$ cat src/rtl/srs_pkg.sv
package srs_pkg;
  localparam logic [1:0] MODE_RESET = 2'b10;
  localparam logic [1:0] MODE_RUN   = 2'b01;
  localparam logic [1:0] MODE_PAUSE = 2'b11;
  localparam logic [1:0] MODE_NONE  = 2'b00;

  localparam int REG_MODE  = 0;
  localparam int REG_FRST  = 1;
  localparam int REG_EFLAG = 2;
  localparam int REG_EEN   = 3;

  localparam int STAT_VALID_BIT = 2;
  localparam int STAT_PEND_BIT  = 3;
endpackage

$ cat src/rtl/srs_seq.sv
module srs_seq #(
  parameter int SETTLE = 4
) (
  input  logic       clk,
  input  logic       rst,
  input  logic       mode_wr,
  input  logic [1:0] mode_code,
  input  logic       force_rst,
  output logic [1:0] cur_mode,
  output logic       settled,
  output logic       pending,
  output logic       run_q,
  output logic       pause_q,
  output logic       inrst_q,
  output logic       abort_q
);
  import srs_pkg::*;

  localparam int CW = $clog2(SETTLE + 1);
  localparam logic [CW-1:0] CNT_LOAD = CW'(SETTLE - 1);

  logic [CW-1:0] cnt_q;
  logic          busy_q;
  logic [1:0]    tgt_q;
  logic [1:0]    cur_q;
  logic          pend_q;
  logic          legal;
  logic          arm_only;

  assign legal    = (mode_code != MODE_NONE);
  assign arm_only = (mode_code == MODE_RESET) && (cur_q == MODE_PAUSE) && !pend_q;

  always_ff @(posedge clk) begin
    if (rst) begin
      cur_q   <= MODE_RESET;
      tgt_q   <= MODE_RESET;
      busy_q  <= 1'b0;
      cnt_q   <= '0;
      pend_q  <= 1'b0;
      run_q   <= 1'b0;
      pause_q <= 1'b0;
      inrst_q <= 1'b1;
      abort_q <= 1'b0;
    end else begin
      abort_q <= 1'b0;
      if (force_rst) begin
        busy_q <= 1'b1;
        cnt_q  <= CNT_LOAD;
        tgt_q  <= MODE_RESET;
        pend_q <= 1'b0;
      end else if (busy_q) begin
        if (cnt_q == '0) begin
          busy_q  <= 1'b0;
          cur_q   <= tgt_q;
          run_q   <= (tgt_q == MODE_RUN);
          pause_q <= (tgt_q == MODE_PAUSE);
          inrst_q <= (tgt_q == MODE_RESET);
          abort_q <= (cur_q == MODE_RUN) && (tgt_q == MODE_RESET);
        end else begin
          cnt_q <= cnt_q - 1'b1;
        end
      end else if (mode_wr) begin
        if (arm_only) begin
          pend_q <= 1'b1;
        end else begin
          pend_q <= 1'b0;
          if (legal) begin
            busy_q <= 1'b1;
            cnt_q  <= CNT_LOAD;
            tgt_q  <= mode_code;
          end
        end
      end
    end
  end

  assign cur_mode = cur_q;
  assign settled  = !busy_q;
  assign pending  = pend_q;
endmodule

$ cat src/rtl/srs_errbank.sv
module srs_errbank #(
  parameter int NERR   = 5,
  parameter int ERR_LO = 2,
  parameter int DATA_W = 32
) (
  input  logic              clk,
  input  logic              rst,
  input  logic [NERR-1:0]   evt,
  input  logic              flag_wr,
  input  logic              en_wr,
  input  logic [DATA_W-1:0] wdata,
  output logic [NERR-1:0]   flags,
  output logic [NERR-1:0]   enables,
  output logic              irq
);
  logic [NERR-1:0] wfield;
  assign wfield = wdata[ERR_LO +: NERR];

  for (genvar k = 0; k < NERR; k++) begin : g_flag
    always_ff @(posedge clk) begin
      if (rst)                       flags[k] <= 1'b0;
      else if (evt[k])               flags[k] <= 1'b1;
      else if (flag_wr && wfield[k]) flags[k] <= 1'b0;
    end
  end

  always_ff @(posedge clk) begin
    if (rst) begin
      enables <= '0;
      irq     <= 1'b0;
    end else begin
      if (en_wr) enables <= wfield;
      irq <= |(flags & enables);
    end
  end
endmodule

$ cat src/rtl/serial_runstate_ctrl.sv
module serial_runstate_ctrl #(
  parameter int ADDR_W = 2,
  parameter int DATA_W = 32,
  parameter int SETTLE = 4,
  parameter int NERR   = 5,
  parameter int ERR_LO = 2
) (
  input  logic              clk,
  input  logic              rst,
  input  logic              wr_en,
  input  logic [ADDR_W-1:0] wr_addr,
  input  logic [DATA_W-1:0] wr_data,
  input  logic [ADDR_W-1:0] rd_addr,
  output logic [DATA_W-1:0] rd_data,
  input  logic [NERR-1:0]   err_evt_i,
  output logic              run_o,
  output logic              pause_o,
  output logic              core_rst_o,
  output logic              engine_abort_o,
  output logic              err_irq_o
);
  import srs_pkg::*;

  logic [1:0]      cur_mode;
  logic            st_valid;
  logic            st_pend;
  logic [NERR-1:0] err_flags;
  logic [NERR-1:0] err_en;
  logic            sel_mode, sel_frst, sel_flag, sel_en;

  assign sel_mode = wr_en && (wr_addr == ADDR_W'(REG_MODE));
  assign sel_frst = wr_en && (wr_addr == ADDR_W'(REG_FRST)) && wr_data[0];
  assign sel_flag = wr_en && (wr_addr == ADDR_W'(REG_EFLAG));
  assign sel_en   = wr_en && (wr_addr == ADDR_W'(REG_EEN));

  srs_seq #(.SETTLE(SETTLE)) u_seq (
    .clk      (clk),
    .rst      (rst),
    .mode_wr  (sel_mode),
    .mode_code(wr_data[1:0]),
    .force_rst(sel_frst),
    .cur_mode (cur_mode),
    .settled  (st_valid),
    .pending  (st_pend),
    .run_q    (run_o),
    .pause_q  (pause_o),
    .inrst_q  (core_rst_o),
    .abort_q  (engine_abort_o)
  );

  srs_errbank #(.NERR(NERR), .ERR_LO(ERR_LO), .DATA_W(DATA_W)) u_err (
    .clk    (clk),
    .rst    (rst),
    .evt    (err_evt_i),
    .flag_wr(sel_flag),
    .en_wr  (sel_en),
    .wdata  (wr_data),
    .flags  (err_flags),
    .enables(err_en),
    .irq    (err_irq_o)
  );

  logic [DATA_W-1:0] rd_next;
  always_comb begin
    rd_next = '0;
    case (int'(rd_addr))
      REG_MODE: begin
        rd_next[1:0]            = cur_mode;
        rd_next[STAT_VALID_BIT] = st_valid;
        rd_next[STAT_PEND_BIT]  = st_pend;
      end
      REG_EFLAG: rd_next[ERR_LO +: NERR] = err_flags;
      REG_EEN:   rd_next[ERR_LO +: NERR] = err_en;
      default:   rd_next = '0;
    endcase
  end

  always_ff @(posedge clk) begin
    if (rst) rd_data <= '0;
    else     rd_data <= rd_next;
  end
endmodule

$ cat config.mk
export PLATFORM = sky130hd
export DESIGN_NAME = serial_runstate_ctrl
export DESIGN_NICKNAME = d
export VERILOG_FILES = /design/src/rtl/srs_pkg.sv /design/src/rtl/srs_seq.sv /design/src/rtl/srs_errbank.sv /design/src/rtl/serial_runstate_ctrl.sv
export SDC_FILE = /design/constraint.sdc
export NUM_CORES = 1
export LEC_CHECK = 0
export BUFFER_PORTS_ARGS = -buffer_cell sky130_fd_sc_hd__buf_4
export CAP_MARGIN = 0
export CELL_PAD_IN_SITES_DETAIL_PLACEMENT = 1
export CELL_PAD_IN_SITES_GLOBAL_PLACEMENT = 2
export CORE_ASPECT_RATIO = 2
export CORE_MARGIN = 5
export CORE_UTILIZATION = 24
export DETAILED_ROUTE_END_ITERATION = 12
export PLACE_DENSITY = 0.86
export RECOVER_POWER = 50
export SYNTH_ARGS = -nofsm -noshare
export SYNTH_HDL_FRONTEND = slang
export SYNTH_SLANG_ARGS = --single-unit
$ cat constraint.sdc
create_clock -name clk -period 1.82 [get_ports clk]
set_input_delay 0.091 -clock clk [delete_from_list [all_inputs] [get_ports clk]]
set_output_delay 0.091 -clock clk [all_outputs]
set_load 0.01 [all_outputs]
**Word level (Yosys, flattened, before mapping)**

Index checks and enable logic that the tools add are counted.

- Add/sub/neg operators: 1
- $mul: 0
- Div/mod/pow operators: 0
- Order comparisons: 0
- Equal/unequal tests: 15
- Shifts and indexed selects: 0
- Multiplexer cells: 25
- Bitwise operators: 6
- Reduce and logical (&&, ||, !) cells: 37

Operators by type and width:

| operator | count |
|---|---|
| 1-bit two-way mux | 17 |
| 2-bit equality test (second input constant) | 8 |
| 2-bit nonzero test | 8 |
| 3-bit two-way mux | 5 |
| 1-bit logical AND | 13 |
| 4-bit AND reduction | 3 |
| 2-bit by 1-bit equality test with 1-bit output (second input constant) | 3 |
| 2-bit case mux with 3 select lines | 1 |
| 3-bit case mux with 2 select lines | 1 |
| 3-bit nonzero test | 2 |
| 5-bit bitwise AND | 1 |
| 1-bit NOT | 5 |
| 5-bit OR reduction | 1 |
| 2-bit logical NOT | 2 |
| 2-bit OR reduction | 2 |
| 4-bit OR reduction | 1 |
| 3-bit logical NOT | 1 |
| 3-bit by 2-bit != test with 1-bit output (second input constant) | 1 |
| 3-bit != test (second input constant) | 1 |
| 3-bit AND reduction | 1 |
| 3-bit by 1-bit subtractor with 3-bit output (second input constant) | 1 |
| 1-bit logical NOT | 2 |
| 2-bit two-way mux | 1 |
| 2-bit by 1-bit != test with 1-bit output (second input constant) | 1 |
| 2 further kinds | 2 |

- Bits in registers: 56
- Bits in latches: 0
- Memory bits (writable): 0
- ROM bits: 0
- Input bits: 44
- Output and inout bits: 37
- Word-level logic and storage cells: 104
- Memories: 0

**Depth between registers and ports, before layout**

Gate-level depths: netlist of the first run.

- Depth in word-level cells: 7
- Gate-level depth with buffers: 6

**Cells and area by module**

Synthesis of the first run repeated with hierarchy kept, for this count alone.

- Cell total of the unflattened synthesis: 160
- Area total of the unflattened synthesis: 1532.7 um^2

Modules (own cells, without submodules):

| module | instances | cells an instance | area an instance (um^2) | sequential area each (um^2) |
|---|---|---|---|---|
| srs_seq | 1 | 68 | 633.1 | 260.2 |
| serial_runstate_ctrl | 1 | 56 | 488.0 | 140.1 |
| srs_errbank | 1 | 36 | 411.6 | 220.2 |

**Least setup slack after synthesis of the first run**

No wires, ideal clock.

- Path type: register to register
- From: register u_seq.busy_q
- To: register u_seq.cnt_q[1]
- Setup time: 0.086 ns
- Arrival: 1.528 ns
- Data required time: 1.734 ns
- Path slack: 0.205 ns
- Cell stages (with the launch flop): 5
- Period minus slack after synthesis: 1.615 ns
- Cells stage by stage: dfxtp_1 or4b_4 o32ai_4 nor2_2 a221oi_2

- Longest elaborated chain between the ends: 2

Ends and longest elaborated chain:

| element | line | text |
|---|---|---|
| from (decl) | srs_seq.sv:23 | `logic busy_q;` |
| from (signal assigned) | srs_seq.sv:37 | `busy_q <= 1'b0;` |
| from (signal assigned) | srs_seq.sv:47 | `busy_q <= 1'b1;` |
| from (signal assigned) | srs_seq.sv:53 | `busy_q <= 1'b0;` |
| 3-bit by 2-bit != test with 1-bit output (no line), or another cell as far along | -- |  |
| 4-bit AND reduction (no line) or 2-bit two-way mux (tied branches) | -- |  |
| to (signal assigned) | srs_seq.sv:60 | `cnt_q <= cnt_q - 1'b1;` |
| to (decl) | srs_seq.sv:22 | `logic [CW-1:0] cnt_q;` |

Several ways; a longest one is shown, not always the timed one.
A chain may end at the register's enable or synchronous reset.

**Worst setup path after layout of the first run**

Same ends and word-level chain as after synthesis.

==> impl_metrics.py, run 1 <==
metrics = {
    "floorplan": {
        "die_x_um": 65.2,
        "ios": 81,
        "die_area_sq_um": 7860,
        "core-area_sq_um": 5960,
        "row_count": 40,
        "initial_core_util": 0.246,
        "fp.dieH_um": 120,
    },
    "sta": {
        "timing.final.ws_setup_ps": 182,
        "rsz0062_at_grt": "false",
        "period_share": 0.900,
        "setup_viol_count_final": 0,
        "finalCriticalPeriod_ps": 1640,
        "slew_viol_final": 0,
        "skew_ps": 3.64,
        "finalHoldViolCount": 0,
        "fmax_mhz": 611,
        "slew_headroom": 0.603,
        "fin_setup_tns_ps": 0,
        "tightest_slew_ps": 587,
    },
    "global_route": {
        "grt_overflow": 0,
        "grt_pass1_wl_um": 5420,
        "antenna_found_initial": 0,
        "grt_max_degree": 25,
        "grt_use_total": 0.0922,
        "grt_pass1_vias": 1171,
    },
    "finish": {
        "drive_gt1_frac": 0.197,
        "fin_nets": 240,
        "diodes": 0,
        "regArea_sq_um": 621,
        "syn2layout_area_growth_pct": 21.0,
        "multi_input_area_sq_um": 726,
        "final.fill_count": 716,
    },
    "cts": {
        "cts_tree": "yes",
        "cts.sinks": 31,
        "cts_htree_levels": 2,
        "post_cts_buffers": 0,
        "clkLatencyLatePin_ps": 270,
        "root_buffer": "clkbuf_16",
        "clk_pin_slew_ps": 50,
        "cts_made_buffers": 5,
        "cts_buffer_depth": 2,
    },
    "route": {
        "drt_iter0_drc": 18,
        "drc_errors": 0,
        "wl_per_cell_um": 13.2,
        "route.final.wire_length_um": 3380,
        "viasPerCell": 4.50,
        "firstDrtPassIters": 4,
        "vias": 1151,
        "ant_nets": 0,
    },
    "worst_hold_path": {
        "hold_depth": 3,
        "hold_class": "input pin to flop",
        "min_to": "u_err.flags[3]$_SDFFE_PP0P_",
        "min-delay-start": "err_evt_i[3]",
    },
    "yosys": {
        "synth.distinct_cells": 35,
        "ys_ff_latch": 31,
        "synth-seq-area-share": 0.424,
        "synth_edf_count": 0,
        "synth_area_sq_um": 1460,
        "ys_warn_count": 0,
        "synthArstFlopShare": 0,
        "synth_area_per_cell_sq_um": 9.15,
        "netlist_instances": 160,
        "yosys_most_used_dff": "dfxtp_1",
    },
    "worst_setup_path": {
        "cp_slowest_stage_delay_ps": 570,
        "crit_buf_inv": 0,
        "r2r_cells": 4,
        "path_cells": "or4b_4 -> o32ai_4 -> nor2_2 -> a221oi_2",
        "crit_cells": 4,
        "cp.required_ps": 2010,
        "critPathArrivalTime_ps": 1830,
        "r2r_start": "u_seq.busy_q$_SDFF_PP0_",
        "worstSetupEndpointType": "flop",
        "slowest_stage": "or4b_4",
        "r2r_end": "u_seq.cnt_q[1]$_SDFFE_PP0P_",
        "crit_family": "simple AND/OR/NAND/NOR gates",
        "start_kind": "flop",
        "r2r_setup_slack_ps": 180,
        "crit_fanout": 3,
        "critical_path_class": "flop to flop",
    },
    "place": {
        "port_buffers": 30,
        "post-place-ws_ps": 149,
        "post-dp-hpwl_um": 2700,
        "finalWeightedCongestion": 0.765,
    },
    "pwr": {
        "peakVddDrop_mv": 0.283,
        "p_per_area_nw_per_um2": 935,
        "leakage_uw": 0.000766,
    },
    "run": {
        "drv_cap": 0,
    },
    "outcome": {
        "status": "completed",
    },
}
==> cells in the mapped netlist, types with 3 or more instances <==
cell	n	area [sq um]
nor3_1	4	20.0
nand2_1	16	60.1
nor2_1	20	75.1
buf_4	25	188
clkbuf_1	3	11.3
nand3_1	4	20.0
a21oi_1	11	55.1
nand3b_1	5	37.5
a22oi_1	3	22.5
dfxtp_1	31	621
inv_1	3	11.3
mux2i_1	8	80.1
==> worst max path at each step <==
stage | startpoint | slack [ps] | end
6_report | u_seq.busy_q$_SDFF_PP0_ | 180 | u_seq.cnt_q[1]$_SDFFE_PP0P_
3_5_place_dp | u_seq.cnt_q[0]$_SDFFE_PP0P_ | 150 | u_seq.inrst_q$_SDFFE_PP1P_
3_3_place_gp | u_seq.busy_q$_SDFF_PP0_ | 180 | u_seq.cnt_q[1]$_SDFFE_PP0P_
2_1_floorplan | u_seq.busy_q$_SDFF_PP0_ | 210 | u_seq.cnt_q[1]$_SDFFE_PP0P_
4_1_cts | u_seq.cnt_q[0]$_SDFFE_PP0P_ | 130 | u_seq.inrst_q$_SDFFE_PP1P_
5_1_grt | u_seq.cnt_q[0]$_SDFFE_PP0P_ | 70 | u_seq.inrst_q$_SDFFE_PP1P_
==> registers in the layout, summed over array words and instances (netlist names) <==
register        flops
u_seq.cnt_q         3
u_seq.pause_q       1
u_seq.abort_q       1
u_err.irq           1
u_seq.inrst_q       1
rd_data             7
u_seq.tgt_q         2
u_err.enables       5
u_seq.pending       1
u_seq.run_q         1
u_seq.busy_q        1
u_seq.cur_mode      2
u_err.flags         5
==> metal layers <==
layer  vias up  routed length [um]  GRT usage
met1       533                1190     0.0881
li1        567                   -          -
met2        44                1810      0.156
met4         0                 127     0.0675
met3         7                 245     0.0353
met5         -                   0          0
==> cell type report <==
| cell class | count | area share |
|---|---|---|
| Clock buffer | 6 | 0.0727 |
| Inverter | 3 | 0.00636 |
| Multi-Input combinational cell | 122 | 0.410 |
| Sequential cell | 31 | 0.350 |
| Tap cell | 63 | 0.0445 |
| Timing Repair Buffer | 31 | 0.117 |
==> repair_timing <==
action	in CTS	in global routing
endpoints found under the setup margin	0	1
hold buffers	0	0
resized for setup	0	1
==> metrics by stage <==
stage               instances  hold WS, ps   util  area [sq um]  power (uW)
floorplan                 184          185      -          1550         890
global placement          250          297  0.280          1670         922
detailed placement        250          309  0.280          1670         927
CTS                       256         26.7  0.301          1800        1690
global route              256         30.2  0.297          1770        1750
finish                    256         33.8  0.297          1770        1660
==> cell usage in the layout, fill, tap and decap left out, types with 2 or more instances in the layout <==
| cell type | n |
|---|---|
| nand2b_1 | 2 |
| mux2_2 | 2 |
| nand2_1 | 16 |
| nor2_1 | 20 |
| clkbuf_1 | 8 |
| nand3_1 | 4 |
| a22oi_1 | 3 |
| a21oi_1 | 11 |
| ha_1 | 2 |
| clkbuf_16 | 5 |
| nor3_1 | 4 |
| conb_1 | 25 |
| buf_4 | 24 |
| mux2i_1 | 8 |
| dfxtp_1 | 31 |
| inv_1 | 3 |
| nand3b_1 | 5 |
==> cell families after synthesis <==
family,Yosys count,synth area share
simple gates,65,0.236
mux,10,0.0701
fa+ha+maj,2,0.0171
compound gates,20,0.107
buf+inv,31,0.144
flops,31,0.424
other cells,1,0.00256
==> tightest hold or removal path, cell delays in order <==
cell	delay [ps]
buf_4	80
a21oi_1	30
nor2_1	70
==> power breakdown <==
| part | total [uW] | internal, uW | switching (uW) |
|---|---|---|---|
| combinational | 184 | 77.4 | 107 |
| sequential | 725 | 708 | 17.0 |
| clock | 747 | 489 | 258 |
Note: power is estimated with default switching activity, not from simulation.
==> run 2, diff against run 1 <==
- PLACE_DENSITY: 0.86 -> unset
- PLACE_DENSITY_LB_ADDON: unset -> 0.1
==> impl_metrics.py, run 2 (synthesis results as in run 1) <==
metrics = {
    "outcome": {
        "status": "completed",
    },
    "finish": {
        "syn2layout_area_growth_pct": 22.4,
        "top_regs": "rd_data: 7 flops, u_err.enables: 5 flops, u_err.flags: 5 flops",
        "largest_reg_flops": 7,
        "utilization": 0.301,
        "fin_nets": 241,
        "layout_commonest_cell": "dfxtp_1",
        "final.fill_count": 724,
        "top_register": "rd_data",
        "drive_gt1_frac": 0.205,
        "diodes": 0,
        "mostFrequentLayoutCells": "dfxtp_1 (31), conb_1 (25), buf_4 (25)",
    },
    "route": {
        "drc_errors": 0,
        "vias": 1145,
        "firstDrtPassIters": 4,
        "viasPerCell": 4.44,
        "ant_nets": 0,
        "wl_per_cell_um": 14.7,
        "drt_iter0_drc": 51,
        "route.final.wire_length_um": 3800,
    },
    "sta": {
        "period_share": 0.900,
        "fin_setup_tns_ps": 0,
        "finalHoldViolCount": 0,
        "finalCriticalPeriod_ps": 1640,
        "tightest_slew_ps": 510,
        "slew_headroom": 0.656,
        "slew_viol_final": 0,
        "setup_viol_count_final": 0,
        "skew_ps": 3.91,
        "rsz0062_at_grt": "false",
        "fmax_mhz": 611,
    },
    "cts": {
        "root_buffer": "clkbuf_16",
        "cts_htree_levels": 2,
        "cts_hold_buf": 0,
        "cts_tree": "yes",
        "cts_made_buffers": 5,
        "ctsResizeCount": 0,
        "cts_buffer_depth": 2,
        "clkLatencyLatePin_ps": 270,
        "post_cts_buffers": 0,
        "clk_pin_slew_ps": 50,
        "cts.sinks": 31,
    },
    "pwr": {
        "peakVddDrop_mv": 0.330,
        "p_per_area_nw_per_um2": 961,
        "leakage_uw": 0.000778,
    },
    "worst_setup_path": {
        "r2r_setup_slack_ps": 180,
        "worstSetupEndpointType": "flop",
        "critical_path_class": "flop to flop",
        "r2r_start": "u_seq.busy_q$_SDFF_PP0_",
        "crit_fanout": 3,
        "r2r_end": "u_seq.cnt_q[1]$_SDFFE_PP0P_",
        "start_kind": "flop",
        "cp-startpoint": "u_seq.busy_q$_SDFF_PP0_",
        "cp.required_ps": 2000,
        "r2r_cells": 4,
        "critPathArrivalTime_ps": 1820,
    },
    "worst_hold_path": {
        "hold_class": "input pin to flop",
        "min-delay-start": "err_evt_i[1]",
        "min_to": "u_err.flags[1]$_SDFFE_PP0P_",
        "hold_depth": 3,
    },
    "place": {
        "finalWeightedCongestion": 0.714,
        "port_buffers": 30,
        "post-dp-hpwl_um": 3070,
    },
    "global_route": {
        "antenna_found_initial": 0,
        "grt_max_degree": 25,
        "grt_use_total": 0.102,
        "grt_overflow": 0,
        "grt_pass1_vias": 1292,
        "grt_pass1_wl_um": 6210,
    },
    "run": {
        "drv_cap": 0,
    },
    "floorplan": {
        "initial_core_util": 0.246,
        "row_count": 40,
        "die_area_sq_um": 7860,
        "fp.dieH_um": 120,
        "ios": 81,
        "core-area_sq_um": 5960,
        "die_x_um": 65.2,
    },
}
## run 2: changes by cell type in the layout (fill, tap and decap cells not counted)
cell / previous run / this run
clkbuf_1: 8 / 7
clkinv_2: 0 / 1
clkbuf_8: 0 / 1
nor2b_2: 1 / 0
nor2b_1: 0 / 1
buf_4: 24 / 25
## run 2: worst max-delay path, stage by stage (launching register included)
cell	delay (ps)
dfxtp_1	300
or4b_4	570
o32ai_4	350
nor2_2	80
a221oi_2	260
## run 2: area by class of cell
cell class                      count  area [sq um]  area share
Clock buffer                        6           139      0.0775
Tap cell                           63          78.8      0.0440
Timing Repair Buffer               32           214       0.119
Sequential cell                    31           621       0.346
Clock inverter                      1          5.00     0.00279
Multi-Input combinational cell    122           723       0.404
Inverter                            3          11.3     0.00628
## run 2: through the flow
stage / power, uW / instance area [sq um] / hold slack [ps] / instances / worst slack (ps)
5_1_grt: 1810 / 1790 / 26.4 / 258 / 132
2_1_floorplan: 890 / 1550 / 185 / 184 / 205
3_5_place_dp: 938 / 1670 / 306 / 251 / 171
4_1_cts: 1760 / 1820 / 22.4 / 258 / 160
6_report: 1720 / 1790 / 26.4 / 258 / 183
3_3_place_gp: 931 / 1670 / 296 / 251 / 189
## run 2: metal layers
| layer | global-route usage | up-vias | part of all wire |
|---|---|---|---|
| met2 | 0.194 | 34 | 0.57 |
| met5 | 0 | - | 0 |
| met1 | 0.0955 | 538 | 0.36 |
| met3 | 0.0335 | 4 | 0.061 |
| met4 | 0.0429 | 0 | 0.015 |
| li1 | - | 569 | - |
## run 2: worst max-delay path by stage
stage / to / slack [ps] / cells past startpoint
after floorplan: u_seq.cnt_q[1]$_SDFFE_PP0P_ / 210 / 4
after global placement: u_seq.cnt_q[1]$_SDFFE_PP0P_ / 190 / 4
after detailed placement: u_seq.cnt_q[1]$_SDFFE_PP0P_ / 170 / 4
after CTS: u_seq.cnt_q[1]$_SDFFE_PP0P_ / 160 / 4
after global routing: u_seq.cnt_q[1]$_SDFFE_PP0P_ / 130 / 4
final: u_seq.cnt_q[1]$_SDFFE_PP0P_ / 180 / 4
## run 2: report_power, final
group	total, uW	internal (uW)	switching, uW
combinational	194	82.6	111
sequential	725	707	17.5
clock	803	532	271
==> run 3, diff against run 2 <==
- CORE_UTILIZATION: 24 -> 25
- MAX_ROUTING_LAYER: unset -> met4
- SYNTH_HIERARCHICAL: unset -> 1
==> impl_metrics.py, run 3 <==
metrics = {
    "outcome": {
        "status": "completed",
    },
    "place": {
        "post-dp-hpwl_um": 3210,
        "port_buffers": 30,
        "post-place-ws_ps": 275,
        "dp_cells": 250,
        "finalWeightedCongestion": 0.767,
    },
    "finish": {
        "mostFrequentLayoutCells": "dfxtp_1 (31), buf_4 (26), conb_1 (25)",
        "layout_commonest_cell": "dfxtp_1",
        "top_regs": "rd_data: 7 flops, u_err/enables: 5 flops, u_err/flags: 5 flops",
        "largest_reg_flops": 7,
        "syn2layout_area_growth_pct": 18.6,
        "top_register": "rd_data",
        "fin_nets": 240,
        "diodes": 0,
        "drive_gt1_frac": 0.205,
        "layout.cells.non_filler": 258,
    },
    "worst_setup_path": {
        "crit_fanout": 6,
        "worstSetupEndpointType": "flop",
        "start_kind": "flop",
        "critical_path_class": "flop to flop",
        "r2r_start": "u_seq/cnt_q[0]$_SDFFE_PP0P_",
        "r2r_cells": 5,
        "cp.required_ps": 2000,
        "cp-startpoint": "u_seq/cnt_q[0]$_SDFFE_PP0P_",
        "critPathArrivalTime_ps": 1700,
    },
    "worst_hold_path": {
        "hold_depth": 2,
        "min-delay-start": "err_evt_i[2]",
        "hold_class": "input pin to flop",
    },
    "yosys": {
        "yosysMostFrequentCell": "dfxtp_1",
        "yosys-top-cells-count": "dfxtp_1 (31), buf_4 (26), nor2_1 (15), mux2i_1 (12), nand2_1 (8)",
        "synth.distinct_cells": 39,
        "synth-seq-area-share": 0.405,
        "synth_top_area_share": 0.405,
        "ys_warn_count": 6,
        "netlist_instances": 160,
        "synthTopCellsByArea": "dfxtp_1 (40%), buf_4 (13%), mux2i_1 (7.8%), nor2_1 (3.7%), o21ba_2 (3.3%)",
        "ys_ff_latch": 31,
        "yosys_most_used_dff": "dfxtp_1",
        "synth_area_per_cell_sq_um": 9.58,
        "synthArstFlopShare": 0,
        "synth_edf_count": 0,
        "yosysTopAreaCell": "dfxtp_1",
        "synth_area_sq_um": 1530,
    },
    "route": {
        "wl_per_cell_um": 15.6,
        "route.final.wire_length_um": 4040,
        "viasPerCell": 4.57,
        "firstDrtPassIters": 4,
        "wl_met1_um": 1340,
        "vias": 1180,
        "wl_met2_um": 2480,
        "drc_errors": 0,
        "highest_layer": "met4",
        "drt_iter0_drc": 28,
        "ant_nets": 0,
        "wl_met3_um": 93,
    },
    "pwr": {
        "peakVddDrop_mv": 0.447,
        "p_per_area_nw_per_um2": 939,
        "leakage_uw": 0.000788,
    },
    "sta": {
        "fin_setup_tns_ps": 0,
        "finalHoldViolCount": 0,
        "skew_ps": 2.63,
        "timing.final.ws_setup_ps": 303,
        "period_share": 0.834,
        "fmax_mhz": 659,
        "rsz0062_at_grt": "false",
        "slew_viol_final": 0,
        "setup_viol_count_final": 0,
        "finalCriticalPeriod_ps": 1520,
    },
    "global_route": {
        "grt_max_degree": 27,
        "grt_pass1_wl_um": 6380,
        "grt_overflow": 0,
        "grt_pass1_vias": 1319,
        "grt_use_total": 0.112,
        "antenna_found_initial": 0,
    },
    "cts": {
        "cts_hold_buf": 0,
        "cts.sinks": 31,
        "cts_made_buffers": 5,
        "post_cts_buffers": 0,
        "cts_htree_levels": 2,
        "root_buffer": "clkbuf_16",
        "clkLatencyLatePin_ps": 270,
        "cts_buffer_depth": 2,
        "cts_tree": "yes",
        "ctsResizeCount": 0,
        "clk_pin_slew_ps": 50,
    },
    "floorplan": {
        "row_count": 40,
        "core-area_sq_um": 6010,
        "fp.dieH_um": 121,
        "initial_core_util": 0.255,
        "die_x_um": 65.4,
        "die_area_sq_um": 7890,
        "ios": 81,
    },
    "run": {
        "drv_cap": 0,
    },
}
## run 3: cell count changes after synthesis, moves of 5 or more
| cell | change |
|---|---|
| o21ba_2 | +5 |
| nor2_1 | -5 |
| a21boi_0 | +6 |
| nand2_1 | -8 |
| a21oi_1 | -5 |
## run 3: worst paths after layout
| check | endpoint | slack (ps) |
|---|---|---|
| max | u_seq/cnt_q[0]$_SDFFE_PP0P_ | 300 |
| min | u_err/flags[2]$_SDFFE_PP0P_ | 40 |
| max reg2reg | u_seq/cnt_q[0]$_SDFFE_PP0P_ | 300 |
| min reg2reg | u_seq/pause_q$_SDFFE_PP0P_ | 460 |
## run 3: cell type report
type / instances / area, sq um
fillers: 723 / 4190
multi-input cells: 115 / 729
flip-flops and latches: 31 / 621
repair buffers: 34 / 225
clock buffers: 7 / 133
well taps: 63 / 78.8
inverters: 7 / 26.3
clock inverters: 1 / 5.00
## run 3: metal layers
layer	track usage	vias up
li1	-	572
met1	0.0928	573
met2	0.216	27
met3	0.0260	8
met4	0.0610	0
met5	-	-
## run 3: per-stage QoR
| step | hold WS, ps | util | area, sq um | total power (uW) |
|---|---|---|---|---|
| 3_5_place_dp | 321 | 0.285 | 1710 | 938 |
| 6_report | 39.2 | 0.303 | 1820 | 1710 |
| 5_1_grt | 36.9 | 0.303 | 1820 | 1790 |
| 4_1_cts | 34.5 | 0.308 | 1850 | 1730 |
| 2_1_floorplan | 164 | - | 1620 | 899 |
| 3_3_place_gp | 318 | 0.285 | 1710 | 935 |
## run 3: logic make-up (layout without fill, tap and decap cells)
family	Yosys count	count (layout)	synth area share
simple gates	44	44	0.159
mux	12	12	0.0784
flops	31	31	0.405
fa+ha+maj	2	2	0.0163
other cells	1	25	0.00245
compound gates	32	32	0.161
buf+inv	38	49	0.178
## run 3: report_power, final
part	switching, uW	internal (uW)	leakage [uW]
Combinational	109	82.9	0.000467
Clock	284	504	0.0000679
Sequential	18.6	708	0.000253
Total	412	1300	0.000788
## run 3: worst max-delay path: stages, from the launching register on
cell       delay, ps
dfxtp_1          350
inv_1             70
ha_1             230
nand4bb_1        240
nand4b_1         230
a221oi_1         310
